### src/rtl/arb_pkg.sv
package arb_pkg;

    typedef enum logic [1:0] {
        PARK_NONE  = 2'b00,
        PARK_RSVD  = 2'b01,
        PARK_LAST  = 2'b10,
        PARK_FIXED = 2'b11
    } park_mode_e;

endpackage

### src/rtl/arb_prio_pick.sv
module arb_prio_pick #(
    parameter int NUM_MASTERS = 8
) (
    input  logic [NUM_MASTERS-1:0] req,
    output logic [NUM_MASTERS-1:0] pick_oh,
    output logic                   pick_any
);

    logic [NUM_MASTERS:0] lower_seen;

    assign lower_seen[0] = 1'b0;

    genvar gi;
    generate
        for (gi = 0; gi < NUM_MASTERS; gi++) begin : g_chain
            assign pick_oh[gi]        = req[gi] & ~lower_seen[gi];
            assign lower_seen[gi + 1] = lower_seen[gi] | req[gi];
        end
    endgenerate

    assign pick_any = lower_seen[NUM_MASTERS];

    // the pick is a single requester whenever anyone requests
    always_comb begin
        if (pick_any) begin
            p_pick_valid_r2: assert ($onehot(pick_oh) && ((pick_oh & req) == pick_oh));
        end
    end

endmodule

### src/rtl/arb_park_ctrl.sv
module arb_park_ctrl
    import arb_pkg::*;
#(
    parameter int NUM_MASTERS = 8,
    localparam int IDX_W = $clog2(NUM_MASTERS)
) (
    input  logic [1:0]             park_mode,
    input  logic [IDX_W-1:0]       park_sel,
    input  logic [IDX_W-1:0]       last_idx,
    input  logic                   last_valid,
    output logic [NUM_MASTERS-1:0] park_oh
);

    logic [NUM_MASTERS-1:0] sel_hit;
    logic [NUM_MASTERS-1:0] last_hit;

    genvar gi;
    generate
        for (gi = 0; gi < NUM_MASTERS; gi++) begin : g_dec
            assign sel_hit[gi]  = (park_sel == IDX_W'(gi));
            assign last_hit[gi] = last_valid && (last_idx == IDX_W'(gi));
        end
    endgenerate

    always_comb begin
        unique case (park_mode_e'(park_mode))
            PARK_LAST:  park_oh = last_hit;
            PARK_FIXED: park_oh = sel_hit;
            default:    park_oh = '0;
        endcase
    end

endmodule

### src/rtl/arb_pipe_gate.sv
module arb_pipe_gate #(
    parameter int PIPE_DEPTH = 2,
    localparam int CNT_W = $clog2(PIPE_DEPTH + 1)
) (
    input  logic clk,
    input  logic rst_n,
    input  logic tenure_end,
    input  logic data_done,
    input  logic pipe_dis,
    output logic issue_ok
);

    logic [CNT_W-1:0] cnt_d, cnt_q;
    logic             retire;

    always_comb begin
        retire = data_done && (cnt_q != '0);
        cnt_d  = cnt_q;
        unique case ({tenure_end, retire})
            2'b10:   cnt_d = cnt_q + CNT_W'(1);
            2'b01:   cnt_d = cnt_q - CNT_W'(1);
            default: cnt_d = cnt_q;
        endcase
        if (pipe_dis) begin
            issue_ok = (cnt_q == '0);
        end else begin
            issue_ok = (cnt_q < CNT_W'(PIPE_DEPTH));
        end
    end

    always_ff @(posedge clk or negedge rst_n) begin
        if (!rst_n) begin
            cnt_q <= '0;
        end else begin
            cnt_q <= cnt_d;
        end
    end

    // outstanding data phases never exceed the depth
    p_cnt_bound_r9: assert property (@(posedge clk) disable iff (!rst_n)
        cnt_q <= CNT_W'(PIPE_DEPTH));

    // a retire pulse with nothing outstanding leaves the count at zero
    p_spurious_done_r10: assert property (@(posedge clk) disable iff (!rst_n)
        (cnt_q == '0) && data_done && !tenure_end |=> cnt_q == '0);

    // with pipelining off, any outstanding phase blocks issue
    p_block_r8: assert property (@(posedge clk) disable iff (!rst_n)
        pipe_dis && (cnt_q != '0) |-> !issue_ok);

endmodule

### src/rtl/bus_park_arbiter.sv
module bus_park_arbiter
    import arb_pkg::*;
#(
    parameter int NUM_MASTERS = 8,
    parameter int PIPE_DEPTH  = 2,
    localparam int IDX_W = $clog2(NUM_MASTERS)
) (
    input  logic                   clk,
    input  logic                   rst_n,
    input  logic [NUM_MASTERS-1:0] req,
    input  logic                   addr_done,
    input  logic                   data_done,
    input  logic [1:0]             park_mode,
    input  logic [IDX_W-1:0]       park_sel,
    input  logic                   pipe_dis,
    output logic [NUM_MASTERS-1:0] grant
);

    typedef struct packed {
        logic [NUM_MASTERS-1:0] grant;
        logic                   tenure;
        logic [IDX_W-1:0]       last_idx;
        logic                   last_valid;
    } arb_state_t;

    arb_state_t st_d, st_q;

    logic [NUM_MASTERS-1:0] pick_oh;
    logic                   pick_any;
    logic [NUM_MASTERS-1:0] park_oh;
    logic                   issue_ok;
    logic                   tenure_end;
    logic [IDX_W-1:0]       pick_idx;
    logic [IDX_W-1:0]       held_idx;
    logic                   parked_hit;

    assign tenure_end = st_q.tenure && addr_done;

    arb_prio_pick #(
        .NUM_MASTERS(NUM_MASTERS)
    ) u_pick (
        .req      (req),
        .pick_oh  (pick_oh),
        .pick_any (pick_any)
    );

    arb_park_ctrl #(
        .NUM_MASTERS(NUM_MASTERS)
    ) u_park (
        .park_mode  (park_mode),
        .park_sel   (park_sel),
        .last_idx   (st_q.last_idx),
        .last_valid (st_q.last_valid),
        .park_oh    (park_oh)
    );

    arb_pipe_gate #(
        .PIPE_DEPTH(PIPE_DEPTH)
    ) u_gate (
        .clk        (clk),
        .rst_n      (rst_n),
        .tenure_end (tenure_end),
        .data_done  (data_done),
        .pipe_dis   (pipe_dis),
        .issue_ok   (issue_ok)
    );

    always_comb begin
        pick_idx = '0;
        held_idx = '0;
        for (int i = 0; i < NUM_MASTERS; i++) begin
            if (pick_oh[i]) begin
                pick_idx = IDX_W'(i);
            end
            if (st_q.grant[i]) begin
                held_idx = IDX_W'(i);
            end
        end
        parked_hit = |(st_q.grant & req);

        st_d = st_q;
        if (st_q.tenure) begin
            if (addr_done) begin
                st_d.grant  = '0;
                st_d.tenure = 1'b0;
            end
        end else if (!issue_ok) begin
            st_d.grant = '0;
        end else if (parked_hit) begin
            st_d.tenure     = 1'b1;
            st_d.last_idx   = held_idx;
            st_d.last_valid = 1'b1;
        end else if (pick_any) begin
            st_d.grant      = pick_oh;
            st_d.tenure     = 1'b1;
            st_d.last_idx   = pick_idx;
            st_d.last_valid = 1'b1;
        end else begin
            st_d.grant = park_oh;
        end
    end

    always_ff @(posedge clk or negedge rst_n) begin
        if (!rst_n) begin
            st_q <= '0;
        end else begin
            st_q <= st_d;
        end
    end

    assign grant = st_q.grant;

    // never more than one owner
    p_onehot_r1: assert property (@(posedge clk) disable iff (!rst_n)
        $onehot0(grant));

    // grant is held through the tenure
    p_hold_r3: assert property (@(posedge clk) disable iff (!rst_n)
        st_q.tenure && !addr_done |=> $stable(grant));

    // grant drops on the clock after address-done
    p_release_r3: assert property (@(posedge clk) disable iff (!rst_n)
        st_q.tenure && addr_done |=> grant == '0);

    // no parking for modes 00 and 01
    p_no_park_r4: assert property (@(posedge clk) disable iff (!rst_n)
        !st_q.tenure && (req == '0) && !park_mode[1] |=> grant == '0);

    // programmed parking follows the select input
    p_fixed_park_r6: assert property (@(posedge clk) disable iff (!rst_n)
        !st_q.tenure && issue_ok && (req == '0) && (park_mode == 2'b11)
        |=> grant == (NUM_MASTERS'(1) << $past(park_sel)));

    // a parked requester keeps its grant without a gap
    p_parked_keep_r7: assert property (@(posedge clk) disable iff (!rst_n)
        !st_q.tenure && issue_ok && |(grant & req) |=> $stable(grant));

    // no grant while the data pipeline refuses issue
    p_gate_r8: assert property (@(posedge clk) disable iff (!rst_n)
        !st_q.tenure && !issue_ok |=> grant == '0);

endmodule

### config.mk
export PLATFORM = sky130hd
export DESIGN_NAME = bus_park_arbiter
export DESIGN_NICKNAME = d
export VERILOG_FILES = /design/src/rtl/arb_pkg.sv /design/src/rtl/arb_prio_pick.sv /design/src/rtl/arb_park_ctrl.sv /design/src/rtl/arb_pipe_gate.sv /design/src/rtl/bus_park_arbiter.sv
export SDC_FILE = /design/constraint.sdc
export NUM_CORES = 1
export LEC_CHECK = 0
export BUFFER_PORTS_ARGS = -buffer_cell sky130_fd_sc_hd__buf_2
export CORE_MARGIN = 5
export CORE_UTILIZATION = 41
export DETAILED_ROUTE_END_ITERATION = 10
export PLACE_DENSITY = 0.7
export SLEW_MARGIN = 20
export SYNTH_ARGS = -nofsm -noshare
export SYNTH_HDL_FRONTEND = slang
export SYNTH_SLANG_ARGS = --single-unit
export TNS_END_PERCENT = 50
### constraint.sdc
create_clock -name clk -period 3.4 [get_ports clk]
set_input_delay 0.17 -clock clk [delete_from_list [all_inputs] [get_ports clk]]
set_output_delay 0.17 -clock clk [all_outputs]
set_load 0.05 [all_outputs]
* Word level (Yosys, flattened, before mapping)
Index checks and enable logic that the tools add are counted.
Cells by class: $add $sub $neg 2, multiply operators 0, div/mod/pow operators 0, magnitude comparators 1, equality and inequality tests 20, shift-type cells 0, muxes and demuxes 25, bitwise logic cells 23, reduce and logical (&&, ||, !) cells 19
Operators with widths (count):
- 3-bit two-way mux | 11
- 3-bit == test, second input constant | 8
- 8-bit two-way mux | 3
- 9-bit two-way mux | 2
- 8-bit one-hot mux with 2 select lines | 1
- 5-bit two-way mux | 3
- 3-bit by 2-bit == test with 1-bit output, second input constant | 4
- 1-bit logical AND | 10
- 8-bit bitwise AND | 1
- 1-bit NOT | 8
- 8-bit OR reduction | 1
- 1-bit bitwise AND | 7
- 1-bit bitwise OR | 7
- 2-bit == test, second input constant | 3
- 3-bit by 1-bit == test with 1-bit output, second input constant | 2
- 3-bit logical NOT | 2
- 2-bit nonzero test | 3
- 2-bit one-hot mux with 2 select lines | 1
- 1-bit two-way mux | 3
- 3-bit != test, second input constant | 1
- 3-bit AND reduction | 1
- 2-bit by 1-bit adder with 2-bit output, second input constant | 1
- 2-bit by 1-bit == test with 1-bit output, second input constant | 1
- 2-bit logical NOT | 1
- 5 further kinds | 5
Word-level totals: bits in registers 15, latch bits 0, bits in writable memories 0, ROM bits 0, input port bits 18, output and inout port bits 8, logic and storage cells 95, memories 0

* Longest topological paths before layout
Gate-level depths: netlist of run 1.
word-level depth 13, gate-level depth with buffers 5, gate-level depth less buffers 5

* Cells and area by module
Synthesis of run 1 repeated with hierarchy kept, for this count alone.
Second synthesis, totals: cell total of the unflattened synthesis 122, area total of the unflattened synthesis 1141.1 µm²
Modules (own cells, without submodules):
- bus_park_arbiter | times used 1, cells an instance 81, area each 809.5 µm², seq. area each 325.3 µm²
- arb_park_ctrl | times used 1, cells an instance 19, area each 126.4 µm², seq. area each 0.0 µm²
- arb_pipe_gate | times used 1, cells an instance 10, area each 108.9 µm², seq. area each 50.0 µm²
- arb_prio_pick | times used 1, cells an instance 12, area each 96.3 µm², seq. area each 0.0 µm²

* Worst setup path after synthesis of run 1
Ideal clock, no wire load.
kind flip-flop to flip-flop, start point register st_q[3] in the netlist's numbering, end point register st_q (netlist bit grant[0]), library setup time 0.078 ns, data arrival time 1.320 ns, required time 3.322 ns, path slack 2.002 ns, cell stages (with the launch flop) 5, path buffers 0, clock period less this slack 1.398 ns, cell sequence dfrtp_1 > or4bb_1 > o32ai_1 > a21oi_1 > o2bb2ai_1
Between the ends: longest elaborated chain between the ends 7
RTL lines:
- start: declaration | line bus_park_arbiter.sv:26 | arb_state_t st_d, st_q;
- start signal: assignment | line bus_park_arbiter.sv:107 | st_q <= st_d;
- 3-bit logical NOT | line arb_park_ctrl.sv:21 | assign last_hit[gi] = last_valid && (last_idx == IDX_W'(gi));
- 1-bit logical AND | line arb_park_ctrl.sv:21
- 8-bit one-hot mux with 2 select lines | line arb_park_ctrl.sv:26 | unique case (park_mode_e'(park_mode))
- 8-bit two-way mux | line bus_park_arbiter.sv:93 | end else if (pick_any) begin
- 8-bit two-way mux | line bus_park_arbiter.sv:89 | end else if (parked_hit) begin
- 8-bit two-way mux | line bus_park_arbiter.sv:87 | end else if (!issue_ok) begin
- 9-bit two-way mux | line bus_park_arbiter.sv:82 | if (st_q.tenure) begin
No other way between the ends. The select of a mux whose other input is x is not followed. A chain may end at the register's enable or synchronous reset.

* Worst setup path in the final report of run 1
start point register st_q (netlist bit grant[4]), end point register st_q (netlist bit grant[5])
Between the ends: longest elaborated chain between the ends 4
RTL lines:
- 8-bit bitwise AND | line bus_park_arbiter.sv:79 | parked_hit = |(st_q.grant & req);
- 8-bit OR reduction | line bus_park_arbiter.sv:79
- 3-bit != test (no line)
- 2-bit AND reduction (no line)
No other way between the ends.

==> results of run 1 <==
==> per-stage QoR <==
step	power (uW)	cell area [um2]	hold WS, ns	instances	util
floorplan	510.3	1076	-0.1256	113	-
global placement	571.5	1179	0.09485	160	0.4715
detailed placement	582.9	1179	0.09654	160	0.4715
CTS	689.8	1215	0.2057	165	0.4860
global route	734.6	1215	0.2554	165	0.4860
finish	684.9	1215	0.2098	165	0.4860
==> kinds of logic after synthesis <==
family / count (synthesis) / share of synthesized area
buffers and inverters: 13 / 0.07326
AO/OA/AOI/OAI: 41 / 0.3163
AND/OR/NAND/NOR: 39 / 0.2151
multiplexers: 1 / 0.01046
XOR/XNOR: 3 / 0.02442
flip-flops: 15 / 0.3488
adder cells (fa/ha/maj): 1 / 0.01163
==> layout by cell type (no fill, tap or decap), types with 5 or more instances in the layout <==
cell type,Yosys,layout
nand2_1,7,7
nand2b_1,8,8
nor2_1,9,9
buf_2,0,25
inv_1,5,5
dfrtp_1,15,15
o22ai_1,5,5
a22oi_1,5,5
o2bb2ai_1,5,5
==> registers in the layout, indices dropped and copies added, names as in the netlist <==
register      count
st_q              5
u_gate.cnt_q      2
grant             8
==> per-layer routing <==
| metal | part of all wire | vias up | global-route usage |
|---|---|---|---|
| met2 | 0.47 | 36 | 0.2402 |
| met5 | 0 | - | 0 |
| li1 | - | 483 | - |
| met3 | 0.064 | 8 | 0.04612 |
| met4 | 0.021 | 0 | 0.04644 |
| met1 | 0.44 | 475 | 0.2109 |
==> layout make-up <==
class / instances / area, um2
fillers: 246 / 1285
well taps: 30 / 37.54
flip-flops and latches: 15 / 375.4
repair buffers: 26 / 135.1
clock buffers: 4 / 26.28
multi-input cells: 85 / 621.8
inverters: 5 / 18.77
==> critical path: stages, from the launching register on <==
cell and delay [ns]:
dfrtp_1 0.44, a22oi_1 0.25, and4_1 0.32, o22ai_2 0.18, a32o_1 0.25
==> what timing repair did <==
item | 4_1_cts | 5_1_grt
hold buffers | 1 | 0
hold endpoints to repair | 15 | 0
buffers inserted | 0 | 0
setup endpoints to repair | 0 | 0
==> power groups by stage <==
stage          clock (uW)  combinational (uW)  sequential, uW
6_report              104                 307             274
4_1_cts               108                 309             273
3_5_place_dp            0                 306             276
5_1_grt               114                 340             281
2_1_floorplan           0                 248             262
3_3_place_gp            0                 299             273
==> worst paths after layout <==
| check | from | to | slack, ns | depth (start not counted) |
|---|---|---|---|---|
| min | req[0] | grant[0] | 0.21 | 3 |
| max reg2reg | grant[4] | grant[5] | 1.84 | 4 |
| max in group asynchronous | rst_n | grant[7] | 2.82 | 2 |
| min in group asynchronous | rst_n | grant[0] | 0.31 | 2 |
| min reg2reg | st_q[3] | st_q[3] | 0.52 | 2 |
| max | grant[4] | grant[5] | 1.84 | 4 |
==> results.tsv, run 1 <==
stage	metric	value	unit
clock_network	Resize count post-CTS	0	
clock_network	# H-tree levels	1	
die	number of top-level pins	26	
power	Net Switching	296.7	uW
grt	gr ovfl total	0	
place	RD Place Congestion	0.8354	
detailed_routing	Routed Antenna Nets	0	
yosys	count of cell types in the netlist	41	
final_layout	Inserted Diodes	0	
critical_path	WS Path Type	reg2reg	
clock_network	CTS tree	yes	
yosys	share of the yosys chip area belonging to registers	0.3488	
critical_path	Critical Path Sink Type	register	
die	DIE WIDTH	61.23	um
power	Logic pwr share	0.448	
detailed_routing	Pre-antenna DRT Iters	4	
die	Placeable Area	2500	um2
outcome	status	finished clean	
clock_network	clk_lat worst skew	0.28	ns
timing	clock skew	0.004709	ns
detailed_routing	Initial DRC Count	67	
clock_network	clk sinks	15	
yosys	area of the mapped netlist	1076	um2
timing	fin crit share	0.4587	
final_layout	fin nets	155	
yosys	most frequent cells after synthesis	15 x dfrtp_1, 9 x nor2_1, 8 x buf_4, 8 x nand2b_1, 7 x nand2_1	
power	Flop pwr share	0.401	
critical_path	Crit Path Max Fanout	9	
timing	Final Setup Violations	0	
place	DP Wirelength	2.111	mm
timing	Period minus WS final	1.559	ns
yosys	Post-synth EDFFs	0	
yosys	most numerous cell in the Yosys netlist	dfrtp_1	
yosys	#FFs+latches synth	15	
yosys	Net Count, Synth	132	
timing	RSZ-0062 raised after global routing	no	
grt	first-pass GRT wire length	4.381	mm
critical_path	Critical Path AT	1.74	ns
grt	vias in the first global route	1000	
yosys	Ys Warns	0	
power	pwr dens	563.7	nW/um2
yosys	Synth top area share	0.3488	
final_layout	Area growth, synth to finish	12.91	%
die	Initial Util	0.4304	
flow_run	Max Cap Viol	0	
grt	initial antenna violation count	0	
clock_network	Root Driver	clkbuf_4	
critical_path	Critical Path RT	3.58	ns
yosys	Syn Area/Cell	9.522	um2
die	Rows	18	
power	peak supply drop	0.0003917	V
yosys	Main synth FF type	dfrtp_1	
grt	gr usage total	0.1557	
timing	Relative slew margins	0.6642	
yosys	dominant cell type by area after synthesis	dfrtp_1	
timing	final hold vios	0	
clock_network	clock tree buffer depth	2	
power	Clk pwr share	0.152	
die	die area	3749	um2
detailed_routing	vias per inst	6.073	
clock_network	number of CTS-inserted buffers	3	
yosys	Async S/R FF share, synth	1.000	
detailed_routing	DRC errors left	0	
detailed_routing	mean routed wirelength per cell	15.92	um
min_path	worst hold path class	in2reg	
place	worst slack at placement	1.779	ns
timing	maximum clock rate	641.2	MHz
detailed_routing	Total Routed Length	2.627	mm
place	Port-buffer cells	25	
power	Internal	388.2	uW
timing	setup TNS	0	ns
final_layout	share of layout cells above drive strength 1	0.2667	
grt	largest net degree at the start of global routing	16	
timing	Final Max Slew Viols	0	
yosys	Syn Inst Count	113	
yosys	synth top area cells	dfrtp_1 35%, buf_4 5.6%, nand2b_1 4.7%	
timing	worst-margin pin slew	0.5007	ns
clock_network	Clock transition at path regs	0.09	ns
power	Sw Share	0.4333	
power	leakage	0.0005070	uW
critical_path	crit path launch type	register	
die	DIE HEIGHT	61.23	um
detailed_routing	via count	1002	
timing	final worst slack	1.841	ns
Note: power is estimated with default switching activity, not from simulation.
==> inputs of run 2 (changes only) <==
- ABC_AREA: default -> 1
- PLACE_DENSITY: 0.7 -> 0.69
- clock period: 3.4 -> 1.6 ns (I/O delays scaled with it)
==> run 2 against run 1 <==
Compared with the run above:
- cell count is 45% higher
- hold slack lost 0.18 ns
- setup slack worse by 1.6 ns
- critical path depth increased by 1
- sequential cell count unchanged
- wire length decreased by 0.49%
- critical endpoint is now u_gate.cnt_q[1]
==> results.tsv, run 2 <==
stage	metric	value	unit
outcome	status	finished clean	
power	Net Switching	686.9	uW
detailed_routing	DRC errors left	0	
final_layout	register area	375.4	um2
power	Logic pwr share	0.472	
grt	first-pass GRT wire length	4.712	mm
power	Clk pwr share	0.149	
critical_path	R2R Setup Slk	0.19	ns
yosys	#FFs+latches synth	15	
power	Internal	819.7	uW
critical_path	crit path launch type	register	
yosys	Syn Inst Count	186	
detailed_routing	Initial DRC Count	72	
power	peak supply drop	0.0006206	V
critical_path	CP Launch Point	u_gate.cnt_q[0]	
grt	initial antenna violation count	0	
clock_network	clock tree buffer depth	2	
final_layout	Filler cells	297	
die	DIE WIDTH	63.79	um
die	Initial Util	0.4301	
yosys	share of the yosys chip area belonging to registers	0.3165	
yosys	most frequent cells after synthesis	71 x nand2_1, 23 x nor2_1, 19 x inv_1, 15 x dfrtp_1, 14 x nand3_1	
critical_path	Critical Path Sink Type	register	
yosys	most numerous cell in the Yosys netlist	nand2_1	
timing	final hold vios	0	
final_layout	Final Util	0.4841	
critical_path	Critical Path AT	1.59	ns
final_layout	commonest non-fill, non-tap cell in the layout	nand2_1	
power	pwr dens	1128	nW/um2
die	die area	4069	um2
min_path	worst hold path class	in2reg	
yosys	Async S/R FF share, synth	1.000	
critical_path	worst path bufs/invs	0	
critical_path	Slowest cell on crit path	dfrtp_1	
timing	maximum clock rate	710.3	MHz
grt	vias in the first global route	1115	
clock_network	Root Driver	clkbuf_4	
flow_run	Max Cap Viol	0	
detailed_routing	via count	1178	
timing	RSZ-0062 raised after global routing	no	
timing	clock skew	0.005687	ns
grt	largest net degree at the start of global routing	16	
power	Sw Share	0.4559	
critical_path	Worst R2R Start	u_gate.cnt_q[0]	
detailed_routing	Pre-antenna DRT Iters	4	
timing	Final Setup Violations	0	
yosys	Syn Area/Cell	6.377	um2
detailed_routing	mean routed wirelength per cell	10.89	um
timing	worst-margin pin slew	0.3921	ns
final_layout	Area growth, synth to finish	12.55	%
final_layout	Inserted Diodes	0	
yosys	Net Count, Synth	205	
critical_path	WP depth	5	
critical_path	Worst setup endpoint	u_gate.cnt_q[1]	
critical_path	Critical Path RT	1.78	ns
clock_network	number of CTS-inserted buffers	3	
final_layout	Cell Count, Final, Fillers Out	240	
yosys	Post-synth EDFFs	0	
die	Placeable Area	2758	um2
yosys	synth top area cells	dfrtp_1 32%, nand2_1 22%, nor2_1 7.3%	
critical_path	R2R depth	5	
timing	Period minus WS final	1.408	ns
clock_network	Resize count post-CTS	0	
timing	setup TNS	0	ns
power	Flop pwr share	0.379	
detailed_routing	Total Routed Length	2.614	mm
place	RD Place Congestion	0.8194	
clock_network	Clock transition at path regs	0.10	ns
die	Rows	19	
final_layout	share of layout cells above drive strength 1	0.1914	
clock_network	CTS tree	yes	
timing	Final Max Slew Viols	0	
grt	gr ovfl total	0	
final_layout	area of the multi-input gates	670.6	um2
power	leakage	0.0007567	uW
critical_path	WS Path Type	reg2reg	
detailed_routing	vias per inst	4.908	
yosys	area of the mapped netlist	1186	um2
clock_network	# H-tree levels	1	
critical_path	Crit Path Max Fanout	5	
die	DIE HEIGHT	63.79	um
place	DP Wirelength	2.168	mm
critical_path	FF-to-FF End	u_gate.cnt_q[1]	
yosys	Synth top area share	0.3165	
final_layout	Non-Filler Cell Area, Final	1335	um2
critical_path	CP top delay family	flip-flops	
grt	gr usage total	0.1402	
final_layout	most frequent cells in the layout	71 x nand2_1, 25 x buf_2, 23 x nor2_1, 19 x inv_1, 15 x dfrtp_1	
detailed_routing	Routed Antenna Nets	0	
critical_path	CP peak stage delay	0.44	ns
timing	Relative slew margins	0.7386	
die	number of top-level pins	26	
yosys	count of cell types in the netlist	25	
yosys	Main synth FF type	dfrtp_1	
timing	fin crit share	0.8800	
final_layout	number of flip-flops under the largest register name	8	
clock_network	clk_lat worst skew	0.28	ns
yosys	Ys Warns	0	
place	Port-buffer cells	25	
yosys	dominant cell type by area after synthesis	dfrtp_1	
place	dpl cell area	1297	um2
final_layout	fin nets	229	
critical_path	worst path cell trace	o21a_1, ha_1, a21oi_1, o21ai_0, xnor2_1	
place	Placed Cells	235	
clock_network	clk sinks	15	
run 2: changes by cell type in the layout (fill, tap and decap cells not counted), sizes merged, moves of 5 or more:
cell	before	now
o2bb2ai	5	0
nor2	10	26
nand3	1	14
a21oi	2	7
nand2b	8	0
nand2	7	74
inv	5	20
a22oi	5	0
run 2: logic make-up after synthesis:
kind of cell	count (synthesis)	share of synthesized area
adder cells (fa/ha/maj)	1	0.01055
flip-flops	15	0.3165
XOR/XNOR	2	0.01477
buffers and inverters	29	0.1181
AND/OR/NAND/NOR	123	0.4599
AO/OA/AOI/OAI	16	0.08017
run 2: power groups by stage:
stage | Clock, uW | Sequential [uW] | Combinational [uW]
6_report | 224 | 571 | 711
4_1_cts | 225 | 570 | 719
3_3_place_gp | 0 | 575 | 706
5_1_grt | 243 | 591 | 812
2_1_floorplan | 0 | 558 | 589
3_5_place_dp | 0 | 577 | 717
run 2: what timing repair did:
item,in CTS,in global routing
hold buffers,1,0
hold endpoints to repair,15,0
endpoints found under the setup margin,0,0
setup buffers,0,0
run 2: worst min path at each step:
stage / from / end / slack [ns] / cells past startpoint
2_1_floorplan: rst_n / grant[0] / -0.22 / 0
3_3_place_gp: rst_n / u_gate.cnt_q[0] / 0.009 / 1
3_5_place_dp: rst_n / u_gate.cnt_q[0] / 0.009 / 1
4_1_cts: addr_done / st_q[4] / 0.03 / 2
5_1_grt: addr_done / st_q[4] / 0.04 / 2
6_report: addr_done / st_q[4] / 0.03 / 2
run 2: per-stage QoR:
stage / hold slack, ns / setup slack [ns] / power, uW
5_1_grt: 0.03627 / 0.08272 / 1646
4_1_cts: 0.03323 / 0.1951 / 1514
2_1_floorplan: -0.2156 / 0.2731 / 1147
3_3_place_gp: 0.009305 / 0.2368 / 1281
3_5_place_dp: 0.009373 / 0.2017 / 1293
6_report: 0.02918 / 0.1921 / 1507
run 2: final cells by class:
class	count	share of cell area
multi-input combinational	142	0.5023
inverter	21	0.05998
clock buffer	3	0.01687
sequential	15	0.2812
tap	31	0.02905
timing repair buffer	27	0.1068
clock inverter	1	0.003749
run 2: per-layer routing:
layer	wire length [um]	vias up	global-route usage
met5	0	-	0
met4	23	0	0.03117
met3	181	4	0.02452
met2	1168	33	0.2161
met1	1239	515	0.2044
li1	-	626	-
